`config.mk`:
```
export PLATFORM = sky130hd
export DESIGN_NAME = nandrd_responder
export DESIGN_NICKNAME = d
export VERILOG_FILES = /design/src/rtl/nandrd_pkg.sv /design/src/rtl/nandrd_strobe_decode.sv /design/src/rtl/nandrd_chip.sv /design/src/rtl/nandrd_responder.sv
export SDC_FILE = /design/constraint.sdc
export NUM_CORES = 1
export LEC_CHECK = 0
export BUFFER_PORTS_ARGS = -buffer_cell sky130_fd_sc_hd__buf_2
export CAP_MARGIN = 20
export CORE_MARGIN = 2
export CORE_UTILIZATION = 45
export CTS_CLUSTER_SIZE = 8
export DETAILED_ROUTE_END_ITERATION = 10
export GPL_TIMING_DRIVEN = 0
export PLACE_DENSITY = 0.72
export SYNTH_ARGS = -nofsm -noshare
export SYNTH_HDL_FRONTEND = slang
export SYNTH_SLANG_ARGS = --single-unit
```
`constraint.sdc`:
```
create_clock -name clk -period 3.2 [get_ports clk]
set_input_delay 0.32 -clock clk [delete_from_list [all_inputs] [get_ports clk]]
set_output_delay 0.32 -clock clk [all_outputs]
set_load 0.01 [all_outputs]
```
`src/rtl/nandrd_pkg.sv`:
```
// Package: shared constants, types and the image function of the NAND read
// responder. Assumes a control word of 14 bits with the layout set below.
package nandrd_pkg;

    localparam int NCHIP    = 2;
    localparam int WORD_W   = 14;
    localparam int BIT_CE0  = 8;
    localparam int BIT_CE1  = 9;
    localparam int BIT_RDN  = 10;
    localparam int BIT_WRN  = 11;
    localparam int BIT_ALAT = 12;
    localparam int BIT_CLAT = 13;

    localparam int          PAGE_BYTES  = 528;
    localparam logic [31:0] PAGE_STRIDE = 32'(PAGE_BYTES);
    localparam logic [31:0] ROW_STRIDE  = 32'(PAGE_BYTES * 256);

    localparam logic [7:0] CMD_WAIT  = 8'hFF;
    localparam logic [7:0] CMD_MODE1 = 8'h00;
    localparam logic [7:0] CMD_MODE2 = 8'h01;
    localparam logic [7:0] CMD_MODE3 = 8'h50;

    typedef enum logic [1:0] {
        MODE_WAIT = 2'd0,
        MODE_RD1  = 2'd1,
        MODE_RD2  = 2'd2,
        MODE_RD3  = 2'd3
    } rmode_e;

    // One decoded strobe action; cmd, addr and rd are mutually exclusive.
    typedef struct packed {
        logic       cmd;
        logic       addr;
        logic       rd;
        logic       idle;
        logic [7:0] data;
    } strobe_ev_t;

    // Column offset that a read mode preloads on the first address byte.
    function automatic logic [31:0] mode_offset(input rmode_e m);
        case (m)
            MODE_RD2: return 32'h100;
            MODE_RD3: return 32'h200;
            default:  return 32'h0;
        endcase
    endfunction

    // Byte image: erased (0xFF) or an address-derived pattern per chip.
    function automatic logic [7:0] image_byte(input logic [31:0] p,
                                              input logic        chip,
                                              input logic        patterned);
        if (!patterned) return 8'hFF;
        return p[7:0] ^ p[15:8] ^ p[23:16] ^ p[31:24] ^ (chip ? 8'h5A : 8'h00);
    endfunction

endpackage

```
`src/rtl/nandrd_strobe_decode.sv`:
```
// Strobe decoder: registers the two strobes once per clock and turns the
// sampled word into one-shot actions plus a chip selection.
// Assumes the word is already synchronous to clk and that every strobe
// level lasts at least one clock. The strobe history carries no reset, so
// it always equals the word of the previous edge.
module nandrd_strobe_decode
    import nandrd_pkg::*;
(
    input  logic              clk,
    input  logic [WORD_W-1:0] ctl_word,
    output strobe_ev_t        ev,
    output logic              sel_valid,
    output logic              sel_chip
);

    logic rdn_q;
    logic wrn_q;
    logic rd_fall;
    logic wr_fall;

    // Strobe history for falling-edge detection.
    always_ff @(posedge clk) begin
        rdn_q <= ctl_word[BIT_RDN];
        wrn_q <= ctl_word[BIT_WRN];
    end

    // Falling edges of the two strobes.
    always_comb begin
        rd_fall = rdn_q && !ctl_word[BIT_RDN];
        wr_fall = wrn_q && !ctl_word[BIT_WRN];
    end

    // Action decode: command latch beats address latch, writes beat reads.
    always_comb begin
        ev.data = ctl_word[7:0];
        ev.cmd  = wr_fall && ctl_word[BIT_CLAT];
        ev.addr = wr_fall && !ctl_word[BIT_CLAT] && ctl_word[BIT_ALAT];
        ev.rd   = rd_fall && !ev.cmd && !ev.addr;
        ev.idle = ctl_word[BIT_RDN] && ctl_word[BIT_WRN];
    end

    // Chip selection: chip 0 has priority when both enables are low.
    always_comb begin
        sel_valid = !ctl_word[BIT_CE0] || !ctl_word[BIT_CE1];
        sel_chip  = ctl_word[BIT_CE0];
    end

endmodule

```
`src/rtl/nandrd_chip.sv`:
```
// Per-chip state: read mode, address-cycle count, byte pointer, ready and
// sticky error. Acts only when 'act' marks this chip as selected.
// Assumes PTR_W between 10 and 32. The pointer wraps modulo 2^PTR_W.
module nandrd_chip
    import nandrd_pkg::*;
#(
    parameter int PTR_W = 24
) (
    input  logic             clk,
    input  logic             rst_n,
    input  logic             act,
    input  strobe_ev_t       ev,
    output logic [PTR_W-1:0] ptr,
    output logic             err,
    output logic             rdy
);

    localparam logic [PTR_W-1:0] PTR_ONE = PTR_W'(1);

    rmode_e      mode_q;
    logic [1:0]  cyc_q;
    logic [31:0] col_load;
    logic [31:0] row_add;
    logic [31:0] page_add;
    logic        addr_bad;

    // Address-cycle contributions and the address legality check.
    always_comb begin
        col_load = {24'd0, ev.data} + mode_offset(mode_q);
        row_add  = {24'd0, ev.data} * ROW_STRIDE;
        page_add = {24'd0, ev.data} * PAGE_STRIDE;
        addr_bad = (mode_q == MODE_WAIT) || (cyc_q == 2'd3);
    end

    // Command, address and read handling for this chip.
    always_ff @(posedge clk) begin
        if (!rst_n) begin
            mode_q <= MODE_WAIT;
            cyc_q  <= 2'd0;
            ptr    <= '0;
            err    <= 1'b0;
            rdy    <= 1'b0;
        end else if (act) begin
            if (ev.idle) rdy <= 1'b1;
            if (ev.cmd) begin
                case (ev.data)
                    CMD_WAIT:  mode_q <= MODE_WAIT;
                    CMD_MODE1: begin mode_q <= MODE_RD1; cyc_q <= 2'd0; end
                    CMD_MODE2: begin mode_q <= MODE_RD2; cyc_q <= 2'd0; end
                    CMD_MODE3: begin mode_q <= MODE_RD3; cyc_q <= 2'd0; end
                    default:   err <= 1'b1;
                endcase
            end else if (ev.addr) begin
                if (addr_bad) begin
                    err <= 1'b1;
                end else begin
                    case (cyc_q)
                        2'd0:    ptr <= col_load[PTR_W-1:0];
                        2'd1:    ptr <= ptr + row_add[PTR_W-1:0];
                        default: ptr <= ptr + page_add[PTR_W-1:0];
                    endcase
                    cyc_q <= cyc_q + 2'd1;
                end
            end else if (ev.rd) begin
                ptr <= ptr + PTR_ONE;
            end
        end
    end

endmodule

```
`src/rtl/nandrd_responder.sv`:
```
// Top: two-chip NAND read responder. Decodes the shared control word,
// routes actions to the selected chip and returns its image byte on reads.
// Assumes a synchronous control word; PATTERN_FILL picks the byte image.
module nandrd_responder
    import nandrd_pkg::*;
#(
    parameter int PTR_W        = 24,
    parameter bit PATTERN_FILL = 1'b0
) (
    input  logic              clk,
    input  logic              rst_n,
    input  logic [WORD_W-1:0] bus_in,
    output logic [7:0]        rd_data,
    output logic              rd_drive,
    output logic [NCHIP-1:0]  rdy,
    output logic [NCHIP-1:0]  err
);

    strobe_ev_t       ev;
    logic             sel_valid;
    logic             sel_chip;
    logic [NCHIP-1:0] chip_act;
    logic [PTR_W-1:0] chip_ptr [NCHIP];

    nandrd_strobe_decode u_decode (
        .clk       (clk),
        .ctl_word  (bus_in),
        .ev        (ev),
        .sel_valid (sel_valid),
        .sel_chip  (sel_chip)
    );

    for (genvar g = 0; g < NCHIP; g++) begin : g_chip
        // Selection strobe for chip g.
        always_comb chip_act[g] = sel_valid && (int'(sel_chip) == g);

        nandrd_chip #(.PTR_W(PTR_W)) u_chip (
            .clk   (clk),
            .rst_n (rst_n),
            .act   (chip_act[g]),
            .ev    (ev),
            .ptr   (chip_ptr[g]),
            .err   (err[g]),
            .rdy   (rdy[g])
        );
    end

    // Data return and ownership of the data lines.
    always_ff @(posedge clk) begin
        if (!rst_n) begin
            rd_data  <= 8'hFF;
            rd_drive <= 1'b0;
        end else if (sel_valid) begin
            if (ev.rd) begin
                rd_data  <= image_byte(32'(chip_ptr[sel_chip]), sel_chip, PATTERN_FILL);
                rd_drive <= 1'b1;
            end else if (ev.idle) begin
                rd_drive <= 1'b0;
            end
        end
    end

endmodule

```
==> run summary <==
The flow ran to the end, and the final reports show no timing, DRC or antenna violations. The buffer type at the clock tree root is clkbuf_4. The residual DRC count came out at 0. 0 antenna diodes ended up in the layout. The number of clock sinks came out at 15.

Yosys instantiated no cell more often than nand2_1. Dividing the detail-routed wire length by the instance count gives 10.25 um. The number of antenna violations at the first check in global routing was 0.

The clock skew came out at 0.002146 ns. Setup total negative slack on the finished layout was measured at 0 ns. Ranked by total cell area, the synthesized netlist is headed by dfxtp_1 (34%), buf_4 (10%), nand2_1 (7.1%), mux2i_1 (4.5%), a21oi_1 (3.9%). The worst-path maximum fanout is 4. The worst-skew pair later-pin latency came out at a little under 0.3 ns.

The post-synthesis sequential area ratio came out at 33.57%. The via count of the first global-routing pass is 715. The share of layout cells above drive strength 1 is 30.22%. The total congestion overflow came out at 0. During placement, the flow inserted port buffers numbering 19. The instance count of the mapped netlist is between 100 and 150. The global-route wire length before repair came out at 2.849 mm.

The largest total area in the synthesized netlist belongs to dfxtp_1. The fill cell total of the finished layout is around 190. The post-DP HPWL is between 1 and 1.5 mm. The critical path required time came out at 3.38 ns. The fraction of registers with async set/reset came out at 0%. The filler-free cell count of the finished design is 166.

The pin count of the biggest net entering global routing came out at 11. Relative to the synthesized area, the layout overhead comes to 20.42%. The detailed-router iteration count before antenna repair came out at 4.

The cell leakage power is 0.0004885 uW. The predominant post-synthesis flop cell is dfxtp_1. The number of nets in the final layout came out at 158.

Across every metal layer, demand over resource in global routing totals 15.27%. The worst-margin pin slew came out at 0.5333 ns. The post-place setup slack is 1.309 ns. The routed design has 1.701 mm of wire.

For this run, the top clock speed supported by timing is 635.8 MHz. The placeable core region is 1922 um2. Once layout is complete, the utilization of the core stands at between 50% and 60%. The effective utilization at floorplan came out at between 40% and 50%.

The residual antenna-violating net count after detailed routing is 0. The detailed router placed about 820 vias in this run. The die height is 48.59 um. The count of boundary I/O pins is 29.

The worst setup path is captured at a flop. The number of enable-type register cells in the synthesized netlist is 0. The class of the most critical setup path is in2reg. The final weighted congestion of routability-driven global placement came out at 0.7398. During synthesis, Yosys emitted a total of 0 warnings. The total instance count after detailed placement is 162.

Measured along the x axis, the die boundary spans 48.59 um. The depth of the CTS H-tree is 1. The number of setup buffers added after CTS is 0. TritonCTS built the clock tree. After synthesis, the most frequently instantiated cells are nand2_1 (17), dfxtp_1 (15), buf_4 (12), a21oi_1 (7), nor2_1 (7). The setup slack of the critical path after layout came out at 1.627 ns. The hold-fix buffer count after cts came out at 0. The distinct cell type count after synthesis came out at 33.

The via density per instance is 4.916. The number of buffers inserted during clock tree synthesis came out at 3. The kind of start point of the critical path is a primary input. The final-report hold violation count came out at 0.

The count of maximum capacitance violations is 0. Power spread over the standard cell area amounts to 332.1 nW/um2. The worst max-slew margin expressed relative to the limit came out at 64.17%. The tightest min-delay check is of the in2reg type. The largest voltage drop on the vdd net is roughly 0.29 mV. The netlist area before placement came out at 894.6 um2.

The final critical path takes up ~49% of the cycle. Setup repair after global routing left no endpoint under its margin. The mean instance size in the synthesized netlist came out at between 8 and 9 um2.

The total setup violations reported at the end of the flow is 0. The data arrival at the endpoint of the critical path is 1.76 ns. The maximum root-to-sink buffer count came out at 2.

The total number of placement rows came out at 16. The number of slew-limit violations in the final report came to 0. In this run, the number of DRC markers left after iteration 0 of detailed routing was 7. The die footprint came out at ~2400 um2. The worst path in the final design needs a cycle of approximately 1.6 ns, including I/O delays and setup.

The portion of synthesized cell area occupied by the leading cell type is 33.57%. After clock tree synthesis, the clock-pin slew on the worst setup and hold paths is 0.10 ns. The number of storage elements in the synthesis netlist is 15. The post-cts sizing count is 0.
## layer usage
metal | GRT usage [%] | vias up | wire, um
met5 | 0 | - | 0
met4 | 7.143 | 0 | 14
met3 | 3.395 | 2 | 86
met2 | 27.08 | 21 | 856
met1 | 17.42 | 371 | 742
li1 | - | 422 | -
## final cells by class
cell class / instances / area, um2 / area share (%)
Buffer: 15 / 101.3 / 9.408
Clock buffer: 3 / 22.52 / 2.091
Clock inverter: 1 / 5.005 / 0.4646
Inverter: 3 / 11.26 / 1.045
Multi-Input combinational cell: 83 / 508.0 / 47.15
Sequential cell: 15 / 300.3 / 27.87
Tap cell: 27 / 33.78 / 3.136
Timing Repair Buffer: 19 / 95.09 / 8.827
## worst max-delay path, stage by stage
cell and delay [ns]:
buf_2 0.12, nand3b_1 0.21, a2111oi_4 0.50, nor2_2 0.12
or3_4 0.36, mux2i_1 0.13
## layout by cell type, fill, tap and decap left out, drive strengths merged, types with 2 or more instances in the layout
cell    count
or3         5
buf        31
a21boi      2
ha          2
o21ai       5
dfxtp      15
o21a        2
nor3        4
nand2b      2
mux2i       4
conb        8
a21oi       7
nand3       2
nand3b      2
clkbuf      6
inv         3
nand2      17
nor2        8
## kinds of logic after synthesis
logic type,after synthesis,synth area share (%)
simple gates,44,25.60
compound gates,25,20.56
buf+inv,18,12.59
flops,15,33.57
mux,4,4.476
fa+ha+maj,2,2.797
other cells,1,0.4192
## through the flow
step | cell area [um2] | hold WS [ns] | total power (uW)
floorplan | 920.9 | 0.3477 | 230.7
global placement | 1050 | 0.4339 | 249.4
detailed placement | 1050 | 0.4420 | 250.3
CTS | 1077 | 0.1522 | 361.8
global route | 1077 | 0.1535 | 376.5
finish | 1077 | 0.1595 | 357.7
## power breakdown
group	switching, uW	internal [uW]
combinational	28.3	25.2
clock	65.1	46.4
sequential	2.03	191
## registers in the layout, indices dropped and copies added (netlist names)
register	flops
u_decode.rdn_q	1
g_chip.u_chip.cyc_q	4
u_decode.wrn_q	1
rd_drive	1
g_chip.u_chip.err	2
g_chip.u_chip.rdy	2
g_chip.u_chip.mode_q	4
## path summary, 6_finish.rpt
kind,startpoint,to,slack [ns],cells past startpoint
min,bus_in[10],u_decode.rdn_q,0.16,1
max reg2reg,g_chip[0].u_chip.cyc_q[0],g_chip[0].u_chip.cyc_q[0],1.69,6
max,bus_in[0],g_chip[0].u_chip.mode_q[1],1.63,6
min reg2reg,g_chip[0].u_chip.err,g_chip[0].u_chip.err,0.45,2
No activity file was read; power rests on OpenSTA's default activity.
